File: src/rtl/nand_ecc_pkg.sv
package nand_ecc_pkg;
  localparam int unsigned BYTE_W    = 8;
  localparam int unsigned ECC_BYTES = 3;
  localparam int unsigned SYN_W     = BYTE_W * ECC_BYTES;
  localparam int unsigned PAIRS     = BYTE_W / 2;
  localparam int unsigned ODD_W     = ECC_BYTES * PAIRS;
  localparam int unsigned BIDX_W    = 9;
  localparam int unsigned BITX_W    = $clog2(BYTE_W);

  typedef enum logic [1:0] {
    ST_CLEAN    = 2'b00,
    ST_FIXED    = 2'b01,
    ST_ECC_ONLY = 2'b10,
    ST_BAD      = 2'b11
  } ecc_status_e;
endpackage

File: src/rtl/nand_ecc_locate.sv
// Pair test and index extraction. The odd bits of the syndrome, taken in
// ascending order, form {bit index, byte index}.
module nand_ecc_locate
  import nand_ecc_pkg::*;
(
  input  logic [SYN_W-1:0]  syn,
  output logic              correctable,
  output logic [BIDX_W-1:0] byte_idx,
  output logic [BITX_W-1:0] bit_idx
);
  logic [ODD_W-1:0] odd_bits;
  logic [ODD_W-1:0] pair_diff;

  for (genvar g = 0; g < ECC_BYTES; g++) begin : g_byte
    for (genvar p = 0; p < PAIRS; p++) begin : g_pair
      assign odd_bits[g*PAIRS+p]  = syn[g*BYTE_W+2*p+1];
      assign pair_diff[g*PAIRS+p] = syn[g*BYTE_W+2*p+1] ^ syn[g*BYTE_W+2*p];
    end
  end

  assign correctable = &pair_diff;
  assign byte_idx    = odd_bits[BIDX_W-1:0];
  assign bit_idx     = odd_bits[BIDX_W +: BITX_W];
endmodule

File: src/rtl/nand_ecc_classify.sv
// Builds the syndrome and sorts it into one of the four outcomes.
module nand_ecc_classify
  import nand_ecc_pkg::*;
(
  input  logic [SYN_W-1:0] stored,
  input  logic [SYN_W-1:0] calc,
  input  logic             correctable,
  output logic [SYN_W-1:0] syn,
  output ecc_status_e      status
);
  logic [ECC_BYTES-1:0] byte_blank;
  logic                 page_blank;
  logic                 syn_zero;
  logic                 syn_single;

  for (genvar g = 0; g < ECC_BYTES; g++) begin : g_blank
    assign byte_blank[g] = &stored[g*BYTE_W +: BYTE_W];
  end

  assign syn        = stored ^ calc;
  assign page_blank = &byte_blank;
  assign syn_zero   = (syn == '0);
  assign syn_single = !syn_zero && ((syn & (syn - SYN_W'(1))) == '0);

  always_comb begin
    if (syn_zero || page_blank) status = ST_CLEAN;
    else if (correctable)       status = ST_FIXED;
    else if (syn_single)        status = ST_ECC_ONLY;
    else                        status = ST_BAD;
  end
endmodule

File: src/rtl/nand_ecc_rmw.sv
// Two-cycle read-modify-write of one RAM byte.
module nand_ecc_rmw #(
  parameter int unsigned AW = 9,
  parameter int unsigned DW = 8
) (
  input  logic          clk,
  input  logic          rst_n,
  input  logic          start,
  input  logic [AW-1:0] addr,
  input  logic [DW-1:0] mask,
  output logic          busy,
  output logic          ram_re,
  output logic          ram_we,
  output logic [AW-1:0] ram_addr,
  output logic [DW-1:0] ram_wdata,
  input  logic [DW-1:0] ram_rdata
);
  typedef enum logic [1:0] {R_IDLE, R_READ, R_WRITE} rmw_state_e;

  rmw_state_e    state;
  logic [AW-1:0] addr_q;
  logic [DW-1:0] mask_q;

  always_ff @(posedge clk) begin
    if (!rst_n) begin
      state  <= R_IDLE;
      addr_q <= '0;
      mask_q <= '0;
    end else begin
      unique case (state)
        R_IDLE: if (start) begin
          state  <= R_READ;
          addr_q <= addr;
          mask_q <= mask;
        end
        R_READ:  state <= R_WRITE;
        default: state <= R_IDLE;
      endcase
    end
  end

  assign busy      = (state != R_IDLE);
  assign ram_re    = (state == R_READ);
  assign ram_we    = (state == R_WRITE);
  assign ram_addr  = addr_q;
  assign ram_wdata = ram_rdata ^ mask_q;
endmodule

File: src/rtl/nand_ecc_fixer.sv
module nand_ecc_fixer
  import nand_ecc_pkg::*;
(
  input  logic              clk,
  input  logic              rst_n,
  input  logic              in_valid,
  output logic              in_ready,
  input  logic [SYN_W-1:0]  stored_ecc,
  input  logic [SYN_W-1:0]  calc_ecc,
  input  logic              fix_en,
  output logic              res_valid,
  output logic [1:0]        res_status,
  output logic [BIDX_W-1:0] res_byte_idx,
  output logic [BYTE_W-1:0] res_bit_mask,
  output logic              ram_re,
  output logic              ram_we,
  output logic [BIDX_W-1:0] ram_addr,
  output logic [BYTE_W-1:0] ram_wdata,
  input  logic [BYTE_W-1:0] ram_rdata
);
  typedef enum logic {S_IDLE, S_EVAL} top_state_e;

  top_state_e        state;
  logic [SYN_W-1:0]  stored_q, calc_q;
  logic              fix_q;
  logic [SYN_W-1:0]  syn;
  logic              correctable;
  logic [BIDX_W-1:0] byte_idx;
  logic [BITX_W-1:0] bit_idx;
  logic [BYTE_W-1:0] flip_mask;
  ecc_status_e       status;
  logic              rmw_start, rmw_busy;
  logic              accept;

  nand_ecc_locate u_locate (
    .syn(syn), .correctable(correctable), .byte_idx(byte_idx), .bit_idx(bit_idx)
  );

  nand_ecc_classify u_classify (
    .stored(stored_q), .calc(calc_q), .correctable(correctable),
    .syn(syn), .status(status)
  );

  for (genvar b = 0; b < BYTE_W; b++) begin : g_mask
    assign flip_mask[b] = (bit_idx == BITX_W'(b));
  end

  assign in_ready  = (state == S_IDLE) && !res_valid && !rmw_busy;
  assign accept    = in_valid && in_ready;
  assign rmw_start = (state == S_EVAL) && fix_q && (status == ST_FIXED);

  always_ff @(posedge clk) begin
    if (!rst_n) begin
      state        <= S_IDLE;
      stored_q     <= '0;
      calc_q       <= '0;
      fix_q        <= 1'b0;
      res_valid    <= 1'b0;
      res_status   <= ST_CLEAN;
      res_byte_idx <= '0;
      res_bit_mask <= '0;
    end else begin
      res_valid <= 1'b0;
      unique case (state)
        S_IDLE: if (accept) begin
          stored_q <= stored_ecc;
          calc_q   <= calc_ecc;
          fix_q    <= fix_en;
          state    <= S_EVAL;
        end
        default: begin
          res_valid    <= 1'b1;
          res_status   <= status;
          res_byte_idx <= (status == ST_FIXED) ? byte_idx : '0;
          res_bit_mask <= (status == ST_FIXED) ? flip_mask : '0;
          state        <= S_IDLE;
        end
      endcase
    end
  end

  nand_ecc_rmw #(.AW(BIDX_W), .DW(BYTE_W)) u_rmw (
    .clk(clk), .rst_n(rst_n), .start(rmw_start),
    .addr(byte_idx), .mask(flip_mask), .busy(rmw_busy),
    .ram_re(ram_re), .ram_we(ram_we), .ram_addr(ram_addr),
    .ram_wdata(ram_wdata), .ram_rdata(ram_rdata)
  );
endmodule

File: config.mk
export PLATFORM = sky130hd
export DESIGN_NAME = nand_ecc_fixer
export DESIGN_NICKNAME = d
export VERILOG_FILES = /design/src/rtl/nand_ecc_pkg.sv /design/src/rtl/nand_ecc_locate.sv /design/src/rtl/nand_ecc_classify.sv /design/src/rtl/nand_ecc_rmw.sv /design/src/rtl/nand_ecc_fixer.sv
export SDC_FILE = /design/constraint.sdc
export NUM_CORES = 1
export LEC_CHECK = 0
export BUFFER_PORTS_ARGS = -buffer_cell sky130_fd_sc_hd__buf_2
export CORE_MARGIN = 4
export CORE_UTILIZATION = 45
export CTS_CLUSTER_SIZE = 40
export DETAILED_ROUTE_END_ITERATION = 10
export PLACE_DENSITY = 0.68
export SYNTH_ARGS = -nofsm -noshare
export SYNTH_HDL_FRONTEND = slang
export SYNTH_SLANG_ARGS = --single-unit
File: constraint.sdc
create_clock -name clk -period 8.1 [get_ports clk]
set_input_delay 0.81 -clock clk [delete_from_list [all_inputs] [get_ports clk]]
set_output_delay 0.81 -clock clk [all_outputs]
set_load 0.03 [all_outputs]
==> results of run 1 <==
[cells in the final DEF, fill, tap and decap left out, types with 2 or more instances in the layout]
cell type	count
a21boi_0	53
a21boi_1	5
a21oi_1	5
a31oi_1	5
a32o_1	2
a41oi_1	2
and2_1	4
and3_2	2
and4_1	2
and4_2	2
buf_2	99
buf_4	4
clkbuf_8	9
clkinv_1	2
clkinvlp_4	2
dfxtp_1	89
ha_1	15
inv_1	13
inv_2	2
mux2i_1	9
nand2_1	137
nand3_1	4
nand4_1	14
nand4_2	3
nand4b_1	2
nor2_1	5
nor2b_1	11
nor3_1	2
nor4_1	3
nor4_4	2
o21ai_0	15
o31a_1	2
o31ai_1	11
or3_1	6
xnor2_1	9
xor2_1	19
xor2_2	2
[final cells by class]
type                            instances  area share
Timing Repair Buffer                  103      0.1016
Inverter                               17     0.01233
Multi-Input combinational cell        375      0.4728
Clock inverter                          6     0.01306
Sequential cell                        89      0.3444
Tap cell                              129     0.03120
Clock buffer                           10     0.02467
[per-layer routing]
metal	global-route usage	vias to the layer above	part of all wire
li1	-	1936	-
met1	0.2796	1767	0.49
met2	0.3022	118	0.44
met3	0.03733	18	0.058
met4	0.05662	0	0.015
met5	0	-	0
[state kept, by name, indices dropped and copies added (netlist names)]
register        count
calc_q             24
fix_q               1
u_rmw.ram_addr      9
res_valid           1
stored_q           24
u_rmw.mask_q        8
res_bit_mask        8
state               1
u_rmw.state         2
res_byte_idx        9
res_status          2
[tightest hold or removal path, delay by kind of cell, from the launching register on]
family / cells / cell delay, ns
AOI/OAI and AO/OA: 1 / 0.05
DFF: 1 / 0.33
and+or+nand+nor: 1 / 0.04
[logic make-up (layout without fill, tap and decap cells)]
logic type / after synthesis / in the layout / synth area share
xor+xnor: 32 / 32 / 0.07301
flops: 89 / 89 / 0.4045
simple gates: 207 / 207 / 0.2307
fa+ha+maj: 15 / 15 / 0.04261
mux: 9 / 9 / 0.02046
buf+inv: 40 / 136 / 0.04006
compound gates: 112 / 112 / 0.1886
[where the power goes]
group	switching (mW)	internal, mW
Clock	0.165	0.144
Combinational	0.130	0.0807
Sequential	0.0146	0.454
[worst min path at each step]
stage	from	end	slack [ns]	cells after the start
global route	res_bit_mask[6]	res_bit_mask[6]	0.49	2
CTS	res_byte_idx[8]	res_byte_idx[8]	0.46	2
finish	res_byte_idx[8]	res_byte_idx[8]	0.45	2
detailed placement	res_byte_idx[8]	res_byte_idx[8]	0.44	2
global placement	res_byte_idx[8]	res_byte_idx[8]	0.43	2
floorplan	fix_q	fix_q	0.44	2
==> run summary, run 1 <==
outcome: complete, no violations
first-pass iteration count of the detailed router: 4
Die Wd: 106.9 µm
port buffer count: 99
DP Cell Count: 713
synth cell count leaders: 137 x nand2_1, 89 x dfxtp_1, 53 x a21boi_0
Critical-path top delay cell: or4_1
Setup crit end kind: register
Startpoint Class: register
clk_lat worst skew: 0.36 ns
cts hold-fix bufs: 0
pin count of the biggest net entering global routing: 72
syn_area_per_cell: 8.739 µm²
total negative slack: 0 ns
CP Cell Sequence: xor2_1, clkinv_1, ha_1, nand4_1, nor3_2, and4_1, o211ai_4, or4_1, a21boi_1
RR Endpoint: u_rmw.mask_q[3]
Worst Hold Class: register to register
Post-synth ARST share: 0
Routed WL per cell: 15.22 µm
die height: 106.9 µm
# resized after CTS: 0
final hold vios: 0
MaxCap Viol Count: 0
PD cells: 190.9 mW/mm²
Overall Power: 0.9879 mW
setup ws final: 4.797 ns
n_diodes: 0
Worst EP arrival: 3.60 ns
Rows: 35
global-route wire length before repair: 18010 µm
root buf cell: clkbuf_8
clock-pin transition on the worst setup and hold timing paths: 0.09 ns
IO Count: 100
CTS tree: done
Seq cells post-synth: 89
full die area: 0.01143 mm²
HPWL after DPL: 8492 µm
slew margin rel.: 0.4573
Post-synth top flop: dfxtp_1
vias in the first global route: 3663
worst slew pin tran: 0.8102 ns
f_max: 0.3028 GHz
Fillers: 936
H-tree Lvls: 3
CP Buf/Inv Count: 1
Synth area leaders: dfxtp_1 40%, nand2_1 12%, a21boi_0 9.0%
Final Util: 0.5521
top-count cell post-synth: nand2_1
final worst-path cycle share: 0.4077
Via density: 5.266
Yosys cell types: 59
Syn. warnings: 0
Largest stage delay, worst path: 0.50 ns
DP Worst Slack: 4.807 ns
via count: 3839
crit-path leading delay family: simple AND/OR/NAND/NOR gates
worst reg2reg startpoint: stored_q[19]
number of setup buffers added after CTS: 0
Core Region: 0.009371 mm²
final setup violation count: 0
clock skew after layout: 0.01087 ns
crit path kind: register to register
grt ovf: 0
minimum clock period: 3.303 ns
reg-to-reg slack, setup: 4.80 ns
CP Data Required Time: 8.40 ns
initial core utilization: 0.4700
register cell area after layout: 0.001782 mm²
largest fanout on the critical path: 25
Yosys top cell by area: dfxtp_1
static leakage power: 2.257 nW
Multi-input gate area: 0.002446 mm²
RD Place Congestion: 0.9468
final instance area: 0.005174 mm²
gr usage total: 0.1961
Worst VDD drop: 0.00009978 V
sequential area share after synthesis: 0.4045
initial DRC count: 171
Levels on crit path: 9
Reg2Reg Depth: 9
Cells after Synth: 504
CTS max path bufs: 2
NumNets Final: 670
RSZ-0062 raised after global routing: no
ANT nets after route: 0
Post-synth EDFFs: 0
final cell count without fillers: 729
Area growth syn-to-layout: 17.47%
Mapped Area: 0.004404 mm²
DRC: 0
hold slack: 0.4514 ns
Cell Area, Placed: 0.004979 mm²
top cell type's share of synthesized area: 0.4045
initial antenna violation count: 0
worst setup path end: u_rmw.mask_q[3]
Num CTS Buffers: 9
Pins Over Slew Limit: 0
CTS sink count: 89
Synthesized Nets: 579
worst setup path start: stored_q[19]
fraction of layout cells with a size suffix above 1: 0.2350
final WL: 11100 µm
(Power assumes the default switching activity.)
==> run 2: changes to the inputs <==
- ABC_AREA: not set -> 1
- PLACE_DENSITY: 0.68 -> 0.71
- clock period: 8.1 -> 2.67 ns (I/O delays scaled with it)
==> run 2 against run 1 <==
Effect of this change:
- cell count grew 26%
- synthesized cell count grew 37%
- sequential power grew to 3.1 times the previous value
- critical path depth grew 3
- flip-flop and latch count is the same
- first-iteration DRC count grew 51%
- setup slack lost 4.6 ns
- hold slack lost 0.29 ns
- core utilization shrank 0.59 points
- highest routed layer unchanged
==> run summary, run 2 <==
outcome: complete, no violations
Worst VDD drop: 0.0003432 V
CTS max path bufs: 2
Rows: 36
Worst EP arrival: 2.69 ns
pin count of the biggest net entering global routing: 95
MaxCap Viol Count: 0
Worst Hold Class: input pin to register
final hold vios: 0
clk_lat worst skew: 0.36 ns
initial core utilization: 0.4672
Multi-input gate area: 0.002421 mm²
root buf cell: clkbuf_8
n_diodes: 0
crit path kind: register to register
f_max: 0.4108 GHz
Synth area leaders: dfxtp_1 38%, nand2_1 15%, a21oi_1 7.1%
fraction of layout cells with a size suffix above 1: 0.2173
PD cells: 577.6 mW/mm²
global-route wire length before repair: 20360 µm
Startpoint Class: register
Pins Over Slew Limit: 0
largest fanout on the critical path: 24
cts hold-fix bufs: 0
RD Place Congestion: 1.022
Post-synth ARST share: 0
worst slew pin tran: 0.7488 ns
DP Worst Slack: 0.1572 ns
HPWL after DPL: 10090 µm
synth cell count leaders: 184 x nand2_1, 89 x dfxtp_1, 66 x a21oi_1
Yosys top cell by area: dfxtp_1
final setup violation count: 0
top cell type's share of synthesized area: 0.3849
Cells after Synth: 691
via count: 4670
H-tree Lvls: 3
die height: 109.4 µm
first-pass iteration count of the detailed router: 5
Routed WL per cell: 13.80 µm
port buffer count: 99
Via density: 5.076
NumNets Final: 857
clock skew after layout: 0.01791 ns
register cell area after layout: 0.001782 mm²
IO Count: 100
slew margin rel.: 0.5008
Post-synth top flop: dfxtp_1
ANT nets after route: 0
Setup crit end kind: register
final worst-path cycle share: 0.9117
Fillers: 997
commonest cells after routing, fill and taps aside: 183 x nand2_1, 99 x buf_2, 89 x dfxtp_1
Yosys cell types: 31
Core Region: 0.009910 mm²
RSZ-0062 raised after global routing: no
Worst Hold Path Cells: 3
Seq cells post-synth: 89
Synthesized Nets: 766
Die Wd: 109.4 µm
clock-pin transition on the worst setup and hold timing paths: 0.10 ns
syn_area_per_cell: 6.700 µm²
Mapped Area: 0.004629 mm²
commonest non-fill, non-tap cell in the layout: nand2_1
Syn. warnings: 0
sequential area share after synthesis: 0.3849
Area growth syn-to-layout: 16.92%
Reg2Reg Depth: 12
Num CTS Buffers: 9
initial DRC count: 259
static leakage power: 2.709 nW
final WL: 12700 µm
top-count cell post-synth: nand2_1
CTS sink count: 89
CTS tree: done
DRC: 0
CP Data Required Time: 2.92 ns
setup ws final: 0.2358 ns
total negative slack: 0 ns
Post-synth EDFFs: 0
grt ovf: 0
gr usage total: 0.2157
full die area: 0.01197 mm²
vias in the first global route: 4333
minimum clock period: 2.434 ns
initial antenna violation count: 0
biggest regs: calc_q (24), stored_q (24)
-- run 2: routing by layer --
layer  GRT usage  share of wire  vias to the layer above
met5           0              0                        -
met4     0.06679          0.017                        0
met3     0.05167          0.066                       19
met2      0.3479           0.46                      141
met1      0.2854           0.46                     2095
li1            -              -                     2415
-- run 2: metrics by stage --
stage	power (mW)	std cells	hold WS, ns	utilization	area, µm²
detailed placement	2.272	904	0.4380	0.5273	5225
CTS	3.131	920	0.1472	0.5453	5404
global placement	2.263	904	0.4322	0.5273	5225
floorplan	2.033	691	0.4332	-	4629
finish	3.127	920	0.1608	0.5462	5413
global route	3.303	920	0.1594	0.5462	5413
-- run 2: area by class of cell --
| class | instances | share of cell area |
|---|---|---|
| flip-flops and latches | 89 | 0.3292 |
| repair buffers | 104 | 0.09847 |
| clock buffers | 10 | 0.02358 |
| well taps | 133 | 0.03074 |
| clock inverters | 6 | 0.009478 |
| inverters | 88 | 0.06126 |
| multi-input cells | 490 | 0.4473 |
-- run 2: logic make-up after synthesis --
group                      Yosys count  share of synthesized area
DFF                                 89                     0.3849
AOI/OAI and AO/OA                  135                     0.1481
adders and majority gates           15                    0.04054
xor gates and xnor gates            10                    0.01892
and+or+nand+nor                    330                     0.3132
buffers and inverters              112                    0.09432
-- run 2: what timing repair did --
action                                  4_1_cts  5_1_grt
resized for setup                             0        2
endpoints found under the setup margin        0       23
hold endpoints to repair                      0        0
setup buffers                                 0        0
-- run 2: report_power, final --
group | internal [mW] | total [mW] | switching [mW]
registers | 1.39 | 1.44 | 0.0465
clock network | 0.350 | 0.869 | 0.519
logic | 0.263 | 0.818 | 0.555
total | 2.01 | 3.13 | 1.12
-- run 2: path summary, 6_finish.rpt --
path	from	to	slack, ns
worst max-delay path	stored_q[21]	u_rmw.ram_addr[2]	0.24
worst max register to register	stored_q[21]	u_rmw.ram_addr[2]	0.24
worst min-delay path	fix_en	fix_q	0.16
worst min register to register	res_byte_idx[2]	res_byte_idx[2]	0.45
-- run 2: worst max-delay path: stages, from the launching register on --
cell      delay [ns]
dfxtp_1         0.37
inv_1           0.07
nand2_1         0.05
nand2_1         0.16
inv_1           0.16
ha_1            0.18
nand3_1         0.08
nor4_1          0.35
nand4_1         0.17
nand3_1         0.15
clkinv_2        0.27
o21ai_0         0.25
a21oi_1         0.06
==> run 3: changes to the inputs <==
- RECOVER_POWER: not set -> 25
==> run 3 against run 2 <==
Effect of this change:
- hold slack got worse by 0.00087 ns
- setup slack got worse by 0.014 ns
- highest routed layer unchanged
- combinational power about the same
==> run summary, run 3 (synthesis results as in run 2) <==
outcome: complete, no violations
RSZ-0062 raised after global routing: no
Die Wd: 109.4 µm
Largest stage delay, worst path: 0.37 ns
PD cells: 581.2 mW/mm²
CTS tree: done
Core Region: 0.009910 mm²
hold slack: 0.1600 ns
CTS sink count: 89
Cell Area, Placed: 0.005225 mm²
Setup crit end kind: register
Pins Over Slew Limit: 0
Fillers: 1014
clock-pin transition on the worst setup and hold timing paths: 0.10 ns
Final Util: 0.5422
CTS max path bufs: 2
slew margin rel.: 0.3766
Area growth syn-to-layout: 16.05%
MaxCap Viol Count: 0
Via density: 5.064
RD Place Congestion: 1.022
initial antenna violation count: 0
vias in the first global route: 4333
final instance area: 0.005373 mm²
DP Worst Slack: 0.1572 ns
Rows: 36
setup ws final: 0.2222 ns
port buffer count: 99
Critical-path top delay cell: dfxtp_1
Startpoint Class: register
commonest non-fill, non-tap cell in the layout: nand2_1
Num CTS Buffers: 9
worst slew pin tran: 0.9352 ns
Overall Power: 3.123 mW
NumNets Final: 857
final hold vios: 0
pin count of the biggest net entering global routing: 95
IO Count: 100
global-route wire length before repair: 20360 µm
root buf cell: clkbuf_8
Worst EP arrival: 2.69 ns
final setup violation count: 0
ANT nets after route: 0
f_max: 0.4085 GHz
total negative slack: 0 ns
full die area: 0.01197 mm²
grt ovf: 0
fraction of layout cells with a size suffix above 1: 0.1792
CP Cell Sequence: inv_1, nand2_1, nand2_1, inv_1, ha_1, nand3_1, nor4_1, nand4_1, nand3_1, clkinv_2, o21ai_0, a21oi_1
clk_lat worst skew: 0.36 ns
first-pass iteration count of the detailed router: 5
HPWL after DPL: 10090 µm
CP Data Required Time: 2.92 ns
n_diodes: 0
clock skew after layout: 0.01734 ns
gr usage total: 0.2157
final WL: 12690 µm
Worst VDD drop: 0.0003408 V
static leakage power: 2.579 nW
cts hold-fix bufs: 0
DRC: 0
DP Cell Count: 904
Worst Hold Class: input pin to register
initial DRC count: 233
die height: 109.4 µm
minimum clock period: 2.448 ns
commonest cells after routing, fill and taps aside: 183 x nand2_1, 89 x dfxtp_1, 69 x buf_2
Routed WL per cell: 13.79 µm
biggest regs: calc_q (24), stored_q (24)
initial core utilization: 0.4672
largest fanout on the critical path: 24
via count: 4659
final worst-path cycle share: 0.9168
crit path kind: register to register
H-tree Lvls: 3
final cell count without fillers: 920
## run 3: cell count changes in the layout (fill, tap and decap cells not counted), sizes merged
cell / change
buf: -31
clkbuf: +31
## run 3: final cells by class
type	count	area, µm²	area share
clock inverter	6	51.30	0.009548
clock buffer	10	127.6	0.02375
sequential	89	1782	0.3316
inverter	88	331.6	0.06171
tap	133	166.4	0.03097
multi-input combinational	490	2421	0.4506
timing repair buffer	104	493.0	0.09176
## run 3: path summary, 6_finish.rpt
path / to / depth (start not counted) / start / slack [ns]
setup / recovery: u_rmw.ram_addr[1] / 12 / stored_q[21] / 0.22
setup reg to reg: u_rmw.ram_addr[1] / 12 / stored_q[21] / 0.22
hold / removal: stored_q[23] / 3 / stored_ecc[23] / 0.16
hold reg to reg: res_byte_idx[2] / 2 / res_byte_idx[2] / 0.46
## run 3: worst max-delay path, delay by kind of cell, from the launching register on
kind | cells | cell delay, ns
DFF | 1 | 0.37
AOI/OAI and AO/OA | 2 | 0.31
and+or+nand+nor | 6 | 0.97
adders and majority gates | 1 | 0.18
buffers and inverters | 3 | 0.50
## run 3: what timing repair did
action | in CTS | in global routing
endpoints found under the setup margin | 0 | 23
buffers inserted | 0 | 0
gates resized for setup | 0 | 2
## run 3: where the power goes
part | total [mW] | internal, mW | switching (mW)
Combinational | 0.816 | 0.262 | 0.554
Clock | 0.868 | 0.350 | 0.518
Sequential | 1.44 | 1.39 | 0.0466
## run 3: layer usage
metal  wire [µm]  vias to the layer above  track usage
li1            -                     2412            -
met1        5729                     2069       0.2854
met2        5843                      159       0.3479
met3         907                       19      0.05167
met4         206                        0      0.06679
met5           0                        -            0
